**config.mk**
```make
export PLATFORM = sky130hd
export DESIGN_NAME = pnp_card_ctrl
export DESIGN_NICKNAME = d
export VERILOG_FILES = /design/src/rtl/pnp_pkg.sv /design/src/rtl/pnp_port_decode.sv /design/src/rtl/pnp_card_fsm.sv /design/src/rtl/pnp_read_mux.sv /design/src/rtl/pnp_card_ctrl.sv
export SDC_FILE = /design/constraint.sdc
export NUM_CORES = 1
export LEC_CHECK = 0
export BUFFER_PORTS_ARGS = -buffer_cell sky130_fd_sc_hd__buf_2
export CAP_MARGIN = 30
export CORE_MARGIN = 1.5
export CORE_UTILIZATION = 40
export DETAILED_ROUTE_END_ITERATION = 8
export PLACE_DENSITY_LB_ADDON = 0.2
export RECOVER_POWER = 100
export SLEW_MARGIN = 10
export SYNTH_ARGS = -nofsm -noshare
export SYNTH_HDL_FRONTEND = slang
export SYNTH_SLANG_ARGS = --single-unit
export TNS_END_PERCENT = 10
```
**constraint.sdc**
```tcl
create_clock -name clk -period 3.25 [get_ports clk]
set_clock_uncertainty 0.1 [all_clocks]
set_input_delay 0.8125 -clock clk [delete_from_list [all_inputs] [get_ports clk]]
set_output_delay 0.8125 -clock clk [all_outputs]
set_load 0.05 [all_outputs]
```
**src/rtl/pnp_pkg.sv**
```systemverilog
package pnp_pkg;

  localparam int IO_AW = 16;

  typedef enum logic [1:0] {
    ST_WFK   = 2'd0,
    ST_SLEEP = 2'd1,
    ST_ISO   = 2'd2,
    ST_CFG   = 2'd3
  } card_st_t;

  localparam logic [7:0] IDX_RDPORT = 8'h00;
  localparam logic [7:0] IDX_CFGCTL = 8'h02;
  localparam logic [7:0] IDX_WAKE   = 8'h03;
  localparam logic [7:0] IDX_RESDAT = 8'h04;
  localparam logic [7:0] IDX_STATUS = 8'h05;
  localparam logic [7:0] IDX_CSN    = 8'h06;
  localparam logic [7:0] IDX_LDN    = 8'h07;

  // Control register command bits
  localparam int CC_LDRST = 0;
  localparam int CC_WFK   = 1;
  localparam int CC_CSNCLR = 2;

  // Read-port location byte to full I/O address
  function automatic logic [IO_AW-1:0] rd_port_to_io(input logic [7:0] loc);
    return {6'b0, loc, 2'b00};
  endfunction

  // Next state on a matching wake write
  function automatic card_st_t wake_target(input logic [7:0] data);
    return (data == 8'd0) ? ST_ISO : ST_CFG;
  endfunction

endpackage

```
**src/rtl/pnp_port_decode.sv**
```systemverilog
module pnp_port_decode
  import pnp_pkg::*;
#(
  parameter logic [IO_AW-1:0] ADDR_PORT  = 16'h0279,
  parameter logic [IO_AW-1:0] WDATA_PORT = 16'h0A79
) (
  input  logic             clk,
  input  logic             rst_n,
  input  logic [IO_AW-1:0] io_addr,
  input  logic             io_wr,
  input  logic [7:0]       io_wdata,
  output logic             wr_addr_port,
  output logic             wr_data_port,
  output logic [7:0]       reg_idx
);

  assign wr_addr_port = io_wr && (io_addr == ADDR_PORT);
  assign wr_data_port = io_wr && (io_addr == WDATA_PORT);

  always_ff @(posedge clk) begin
    if (!rst_n) begin
      reg_idx <= 8'd0;
    end else if (wr_addr_port) begin
      reg_idx <= io_wdata;
    end
  end

endmodule

```
**src/rtl/pnp_card_fsm.sv**
```systemverilog
module pnp_card_fsm
  import pnp_pkg::*;
#(
  parameter int NUM_LDEV = 4,
  localparam int LDN_W = (NUM_LDEV > 1) ? $clog2(NUM_LDEV) : 1
) (
  input  logic             clk,
  input  logic             rst_n,
  input  logic             key_match,
  input  logic             wr_data_port,
  input  logic [7:0]       reg_idx,
  input  logic [7:0]       wdata,
  output card_st_t         state,
  output logic [7:0]       csn,
  output logic [LDN_W-1:0] ldn,
  output logic [7:0]       rd_port,
  output logic             ldev_rst,
  output logic             res_ptr_rst,
  output logic             wake_hit
);

  logic live_wr;
  logic cc_wr;
  logic csn_wr;
  logic ldn_wr;

  assign live_wr  = wr_data_port && (state != ST_WFK);
  assign cc_wr    = live_wr && (reg_idx == IDX_CFGCTL);
  assign wake_hit = live_wr && (reg_idx == IDX_WAKE) && (wdata == csn);
  assign csn_wr   = live_wr && (reg_idx == IDX_CSN) &&
                    ((state == ST_ISO) || (state == ST_CFG));
  assign ldn_wr   = live_wr && (reg_idx == IDX_LDN) && (state == ST_CFG) &&
                    ({24'd0, wdata} < 32'(NUM_LDEV));

  always_ff @(posedge clk) begin
    if (!rst_n) begin
      state       <= ST_WFK;
      csn         <= 8'd0;
      rd_port     <= 8'd0;
      ldev_rst    <= 1'b0;
      res_ptr_rst <= 1'b0;
    end else begin
      ldev_rst    <= 1'b0;
      res_ptr_rst <= 1'b0;
      if (state == ST_WFK) begin
        if (key_match) state <= ST_SLEEP;
      end
      if (live_wr && (reg_idx == IDX_RDPORT)) rd_port <= wdata;
      if (cc_wr) begin
        if (wdata[CC_LDRST])  ldev_rst <= 1'b1;
        if (wdata[CC_CSNCLR]) csn <= 8'd0;
        if (wdata[CC_WFK])    state <= ST_WFK;
      end
      if (wake_hit) begin
        res_ptr_rst <= 1'b1;
        if (state == ST_SLEEP) state <= wake_target(wdata);
      end
      if (csn_wr) csn <= wdata;
    end
  end

  generate
    if (NUM_LDEV > 1) begin : g_multi
      always_ff @(posedge clk) begin
        if (!rst_n) ldn <= '0;
        else if (ldn_wr) ldn <= wdata[LDN_W-1:0];
      end
    end else begin : g_single
      logic unused_ldn_wr;
      assign unused_ldn_wr = ldn_wr;
      assign ldn = '0;
    end
  endgenerate

endmodule

```
**src/rtl/pnp_read_mux.sv**
```systemverilog
module pnp_read_mux
  import pnp_pkg::*;
#(
  parameter int LDN_W = 2
) (
  input  logic             io_rd,
  input  logic [IO_AW-1:0] io_addr,
  input  card_st_t         state,
  input  logic [7:0]       rd_port,
  input  logic [7:0]       reg_idx,
  input  logic [7:0]       csn,
  input  logic [LDN_W-1:0] ldn,
  input  logic             res_ready,
  input  logic [7:0]       res_data,
  output logic             rd_hit,
  output logic [7:0]       rd_data
);

  logic       port_open;
  logic [7:0] sel_byte;

  assign port_open = (state == ST_ISO) || (state == ST_CFG);
  assign rd_hit    = io_rd && port_open && (io_addr == rd_port_to_io(rd_port));

  always_comb begin
    case (reg_idx)
      IDX_RESDAT: sel_byte = res_data;
      IDX_STATUS: sel_byte = {7'd0, res_ready};
      IDX_CSN:    sel_byte = csn;
      IDX_LDN:    sel_byte = 8'(ldn);
      default:    sel_byte = 8'd0;
    endcase
  end

  assign rd_data = rd_hit ? sel_byte : 8'd0;

endmodule

```
**src/rtl/pnp_card_ctrl.sv**
```systemverilog
module pnp_card_ctrl
  import pnp_pkg::*;
#(
  parameter int NUM_LDEV = 4,
  parameter logic [15:0] ADDR_PORT  = 16'h0279,
  parameter logic [15:0] WDATA_PORT = 16'h0A79,
  localparam int LDN_W = (NUM_LDEV > 1) ? $clog2(NUM_LDEV) : 1
) (
  input  logic             clk,
  input  logic             rst_n,
  input  logic [15:0]      io_addr,
  input  logic             io_wr,
  input  logic             io_rd,
  input  logic [7:0]       io_wdata,
  input  logic             key_match,
  input  logic             res_ready,
  input  logic [7:0]       res_data,
  output logic             rd_oe,
  output logic [7:0]       rd_data,
  output logic [1:0]       card_state,
  output logic [7:0]       csn,
  output logic [LDN_W-1:0] sel_ldev,
  output logic             ldev_rst,
  output logic             res_ptr_rst
);

  logic       wr_addr_port;
  logic       wr_data_port;
  logic       wake_hit;
  logic [7:0] reg_idx;
  logic [7:0] rd_port;
  card_st_t   state;

  pnp_port_decode #(
    .ADDR_PORT (ADDR_PORT),
    .WDATA_PORT(WDATA_PORT)
  ) u_dec (
    .clk         (clk),
    .rst_n       (rst_n),
    .io_addr     (io_addr),
    .io_wr       (io_wr),
    .io_wdata    (io_wdata),
    .wr_addr_port(wr_addr_port),
    .wr_data_port(wr_data_port),
    .reg_idx     (reg_idx)
  );

  pnp_card_fsm #(
    .NUM_LDEV(NUM_LDEV)
  ) u_fsm (
    .clk         (clk),
    .rst_n       (rst_n),
    .key_match   (key_match),
    .wr_data_port(wr_data_port),
    .reg_idx     (reg_idx),
    .wdata       (io_wdata),
    .state       (state),
    .csn         (csn),
    .ldn         (sel_ldev),
    .rd_port     (rd_port),
    .ldev_rst    (ldev_rst),
    .res_ptr_rst (res_ptr_rst),
    .wake_hit    (wake_hit)
  );

  pnp_read_mux #(
    .LDN_W(LDN_W)
  ) u_rd (
    .io_rd    (io_rd),
    .io_addr  (io_addr),
    .state    (state),
    .rd_port  (rd_port),
    .reg_idx  (reg_idx),
    .csn      (csn),
    .ldn      (sel_ldev),
    .res_ready(res_ready),
    .res_data (res_data),
    .rd_hit   (rd_oe),
    .rd_data  (rd_data)
  );

  assign card_state = state;

endmodule

```
==> impl_summary.txt <==
----------------------------------------------------
[CTS]
  Clock-pin slew on the worst setup and hold paths ... approximately 0.06 ns
  Clock sink count ... 30
  Clock buffers created by TritonCTS ... 5
  Post-CTS Hold Buffers ... 0
  CTS H-tree lvls ... 2
  CTS Root Buffer Type ... sky130_fd_sc_hd__clkbuf_8
  Clock insertion delay at the later pin of the skew report ... about 0.28 ns
  Clock tree from TritonCTS ... done
  Clock Tree Buf Depth ... 2

[Route]
  Via count ... approximately 1600
  1st-iter DRT viols ... around 120
  Count of nets left with antenna violations after detail routing ... 0
  Residual DRC count ... 0
  Vias per Instance ... about 5.3
  Average wire length per cell after detail routing ... 14.33 µm
  Final Routed Wirelength ... 4226 µm
  Total iterations of the first detailed-routing run ... 4

[Timing]
  Tmin final ... 3.485 ns
  Hold violation total from the final report ... 0
  Transition at the pin with the smallest max-transition slack ... 0.7876 ns
  Total of endpoints with negative setup slack in the final report ... 8
  F_max ... 286.9 MHz
  Final Cycle Share ... 107.2%
  Slew HR ... between 40 and 50%
  Final-report max-slew violation count ... 0
  RSZ-0062 raised after global routing ... yes
  Final worst slack ... -0.2351 ns
  Minimum hold slack ... 0.3823 ns

[Critical path]
  Slack of the worst reg-to-reg path ... 1.25 ns
  Kind of launch point of the worst setup path ... input port
  Number of cells on the worst reg-to-reg path ... 5
  Category of the most critical setup path ... in2out
  Required time of the critical path ... 2.34 ns
  Critical register-to-register path startpoint ... u_dec.reg_idx[4]$_SDFFE_PN0P_
  CP Capture Type ... primary output
  Maximum fanout along the worst path ... 8
  Capturing point of the worst reg2reg path ... u_fsm.csn[7]$_SDFFE_PN0P_
  Data arrival time of the critical path ... around 2.6 ns

[Finish]
  Highest-count cells in the layout ignoring fill and taps ... 37 x sky130_fd_sc_hd__buf_2, 30 x sky130_fd_sc_hd__dfxtp_1, 16 x sky130_fd_sc_hd__nand2_1
  Antenna diode count ... 0
  Area Growth Syn to Fin ... 36.21%
  Number of nets in the final layout ... about 290
  Most common library cell in the layout ignoring fill and taps ... sky130_fd_sc_hd__buf_2
  Multi-input logic area ... 1044 µm²
  Layout cell share with drive strength beyond 1 ... ~31%
  Final non-filler cell area ... 2212 µm²
  Fill cell total of the finished layout ... 358
  FF/Latch Area ... 600.6 µm²
  Non-filler cells, final ... 295

[Outcome]
  Result of the run ... finished, violations left
  Violated checks ... setup timing

[Power]
  Total power ... a little over 700 µW
  Max VDD drop ... 0.3750 mV
  Power density relative to cell area ... 324.7 nW/µm²
  Leakage ... around 0.8 nW

[Die]
  Effective utilization at floorplan ... 43.07%
  Core ar. ... 3771 µm²
  Rows ... 22
  Ports placed on the boundary ... roughly 60
  Die Y ... 66.72 µm
  Die Wd ... around 67 µm
  Die area ... 4452 µm²

[Logic synthesis]
  Share of synthesized registers carrying an async set or reset ... 0%
  Count of state elements after synthesis ... 30
  Post-synthesis instance total ... 178
  Synthesized area ... between 1500 and 2000 µm²
  Proportion of synthesized chip area in sequential cells ... 36.98%
  Average cell area after synthesis ... between 9 and 10 µm²
  Post-synth EDFFs ... 0
  Distinct cells, synth ... 43
  Yosys warning total ... 0
  Top FF cell, synth ... sky130_fd_sc_hd__dfxtp_1
  Post-synth net total ... 216

[Place]
  Dpl cell area ... 2100 µm²
  Dpl cells ... 288
  Gpl congestion ... 0.7754
  HPWL after detailed placement ... 3187 µm
  Count of input and output buffers ... 60

[GRT]
  Number of antenna violations at the first check in global routing ... 0
  Largest net degree at the start of global routing ... 31
  Residual overflow from global routing ... 0
  Gr usage total ... around 20%
  Vias in the first global route ... 1440
  First-pass GRT wire length ... 6844 µm

[Worst hold path]
  Class of the worst hold path ... reg2reg
  Worst Hold Path Cells ... 2
  Beginning of the worst hold path ... u_fsm.rd_port[2]$_SDFFE_PN0P_
  Hold endpoint ... u_fsm.rd_port[2]$_SDFFE_PN0P_

[Run]
  Number of max-capacitance violations reported ... 0

----------------------------------------------------
where the power goes:
group	switching [mW]	leakage [nW]	total [mW]	internal, mW
Clock	0.131	0.0383	0.278	0.147
Combinational	0.0371	0.523	0.0707	0.0336
Sequential	0.00143	0.242	0.370	0.369
Total	0.169	0.803	0.718	0.549
metal layers:
metal	routed length [µm]	vias to the layer above	share of wire, %	global-route usage [%]
met5	0	-	0	0
met4	53	0	1.3	8.673
met3	222	7	5.3	4.730
met2	2010	41	48	31.25
met1	1940	743	46	27.43
li1	-	787	-	-
area by class of cell:
cell class | count | share of cell area, %
Clock buffer | 7 | 3.450
Inverter | 2 | 0.3394
Multi-Input combinational cell | 140 | 47.17
Sequential cell | 30 | 27.15
Tap cell | 48 | 2.715
Timing Repair Buffer | 68 | 19.17
how the worst max path moves through the flow:
stage           startpoint         end  slack, ns  cells past startpoint
5_1_grt        io_addr[10]  rd_data[3]      -0.29                      8
4_1_cts        io_addr[10]  rd_data[4]      -0.23                      8
3_5_place_dp   io_addr[10]  rd_data[4]      -0.41                      8
6_report       io_addr[10]  rd_data[4]      -0.24                      8
2_1_floorplan  io_addr[10]  rd_data[0]      -0.80                      5
3_3_place_gp   io_addr[10]  rd_data[3]      -0.39                      8
flip-flops by register name (all words and copies together) (netlist names):
name,flops
u_fsm.ldn,2
u_fsm.ldev_rst,1
u_fsm.csn,8
u_fsm.rd_port,8
u_fsm.state,2
u_dec.reg_idx,8
u_fsm.res_ptr_rst,1
synthesized netlist by cell type, drive strengths merged (5+ instances only):
cell type	n	area share (%)
nand3	11	3.4
nor3	7	2.5
o21ai	8	2.5
nor2b	10	3.9
a22o	7	3.8
nor2	12	2.8
a22oi	6	2.8
dfxtp	30	37
xnor2	15	8.1
nand2	16	3.7
mux2i	10	6.2
nor4	5	4.7
critical path: stages:
cell	delay, ns
sky130_fd_sc_hd__buf_6	0.09
sky130_fd_sc_hd__or4_4	0.52
sky130_fd_sc_hd__or3_4	0.35
sky130_fd_sc_hd__nor4_4	0.23
sky130_fd_sc_hd__nand4b_4	0.14
sky130_fd_sc_hd__buf_12	0.18
sky130_fd_sc_hd__nor2_4	0.08
sky130_fd_sc_hd__buf_6	0.16
repair_timing:
action / CTS / global route
setup buffers: 0 / 0
pin swaps: 2 / 0
resized for setup: 19 / 2
endpoints found under the setup margin: 9 / 9
logic make-up (layout without fill, tap and decap cells):
family                 after synthesis  after routing  share of synthesized area [%]
AND/OR/NAND/NOR                     81             81                          31.28
AO/OA/AOI/OAI                       32             32                          13.87
flip-flops                          30             30                          36.98
XOR/XNOR                            16             16                          8.629
multiplexers                        11             11                          6.857
buffers and inverters                8             77                          2.388
metrics by stage:
step / util, % / setup WS [ns] / setup TNS (ns)
after global routing: 58.66 / -0.2875 / -2.248
after global placement: 55.67 / -0.3921 / -3.293
final: 58.66 / -0.2351 / -1.794
after CTS: 59.36 / -0.2340 / -1.827
after floorplan: - / -0.8040 / -6.487
after detailed placement: 55.67 / -0.4082 / -3.371
(Power assumes the default switching activity.)
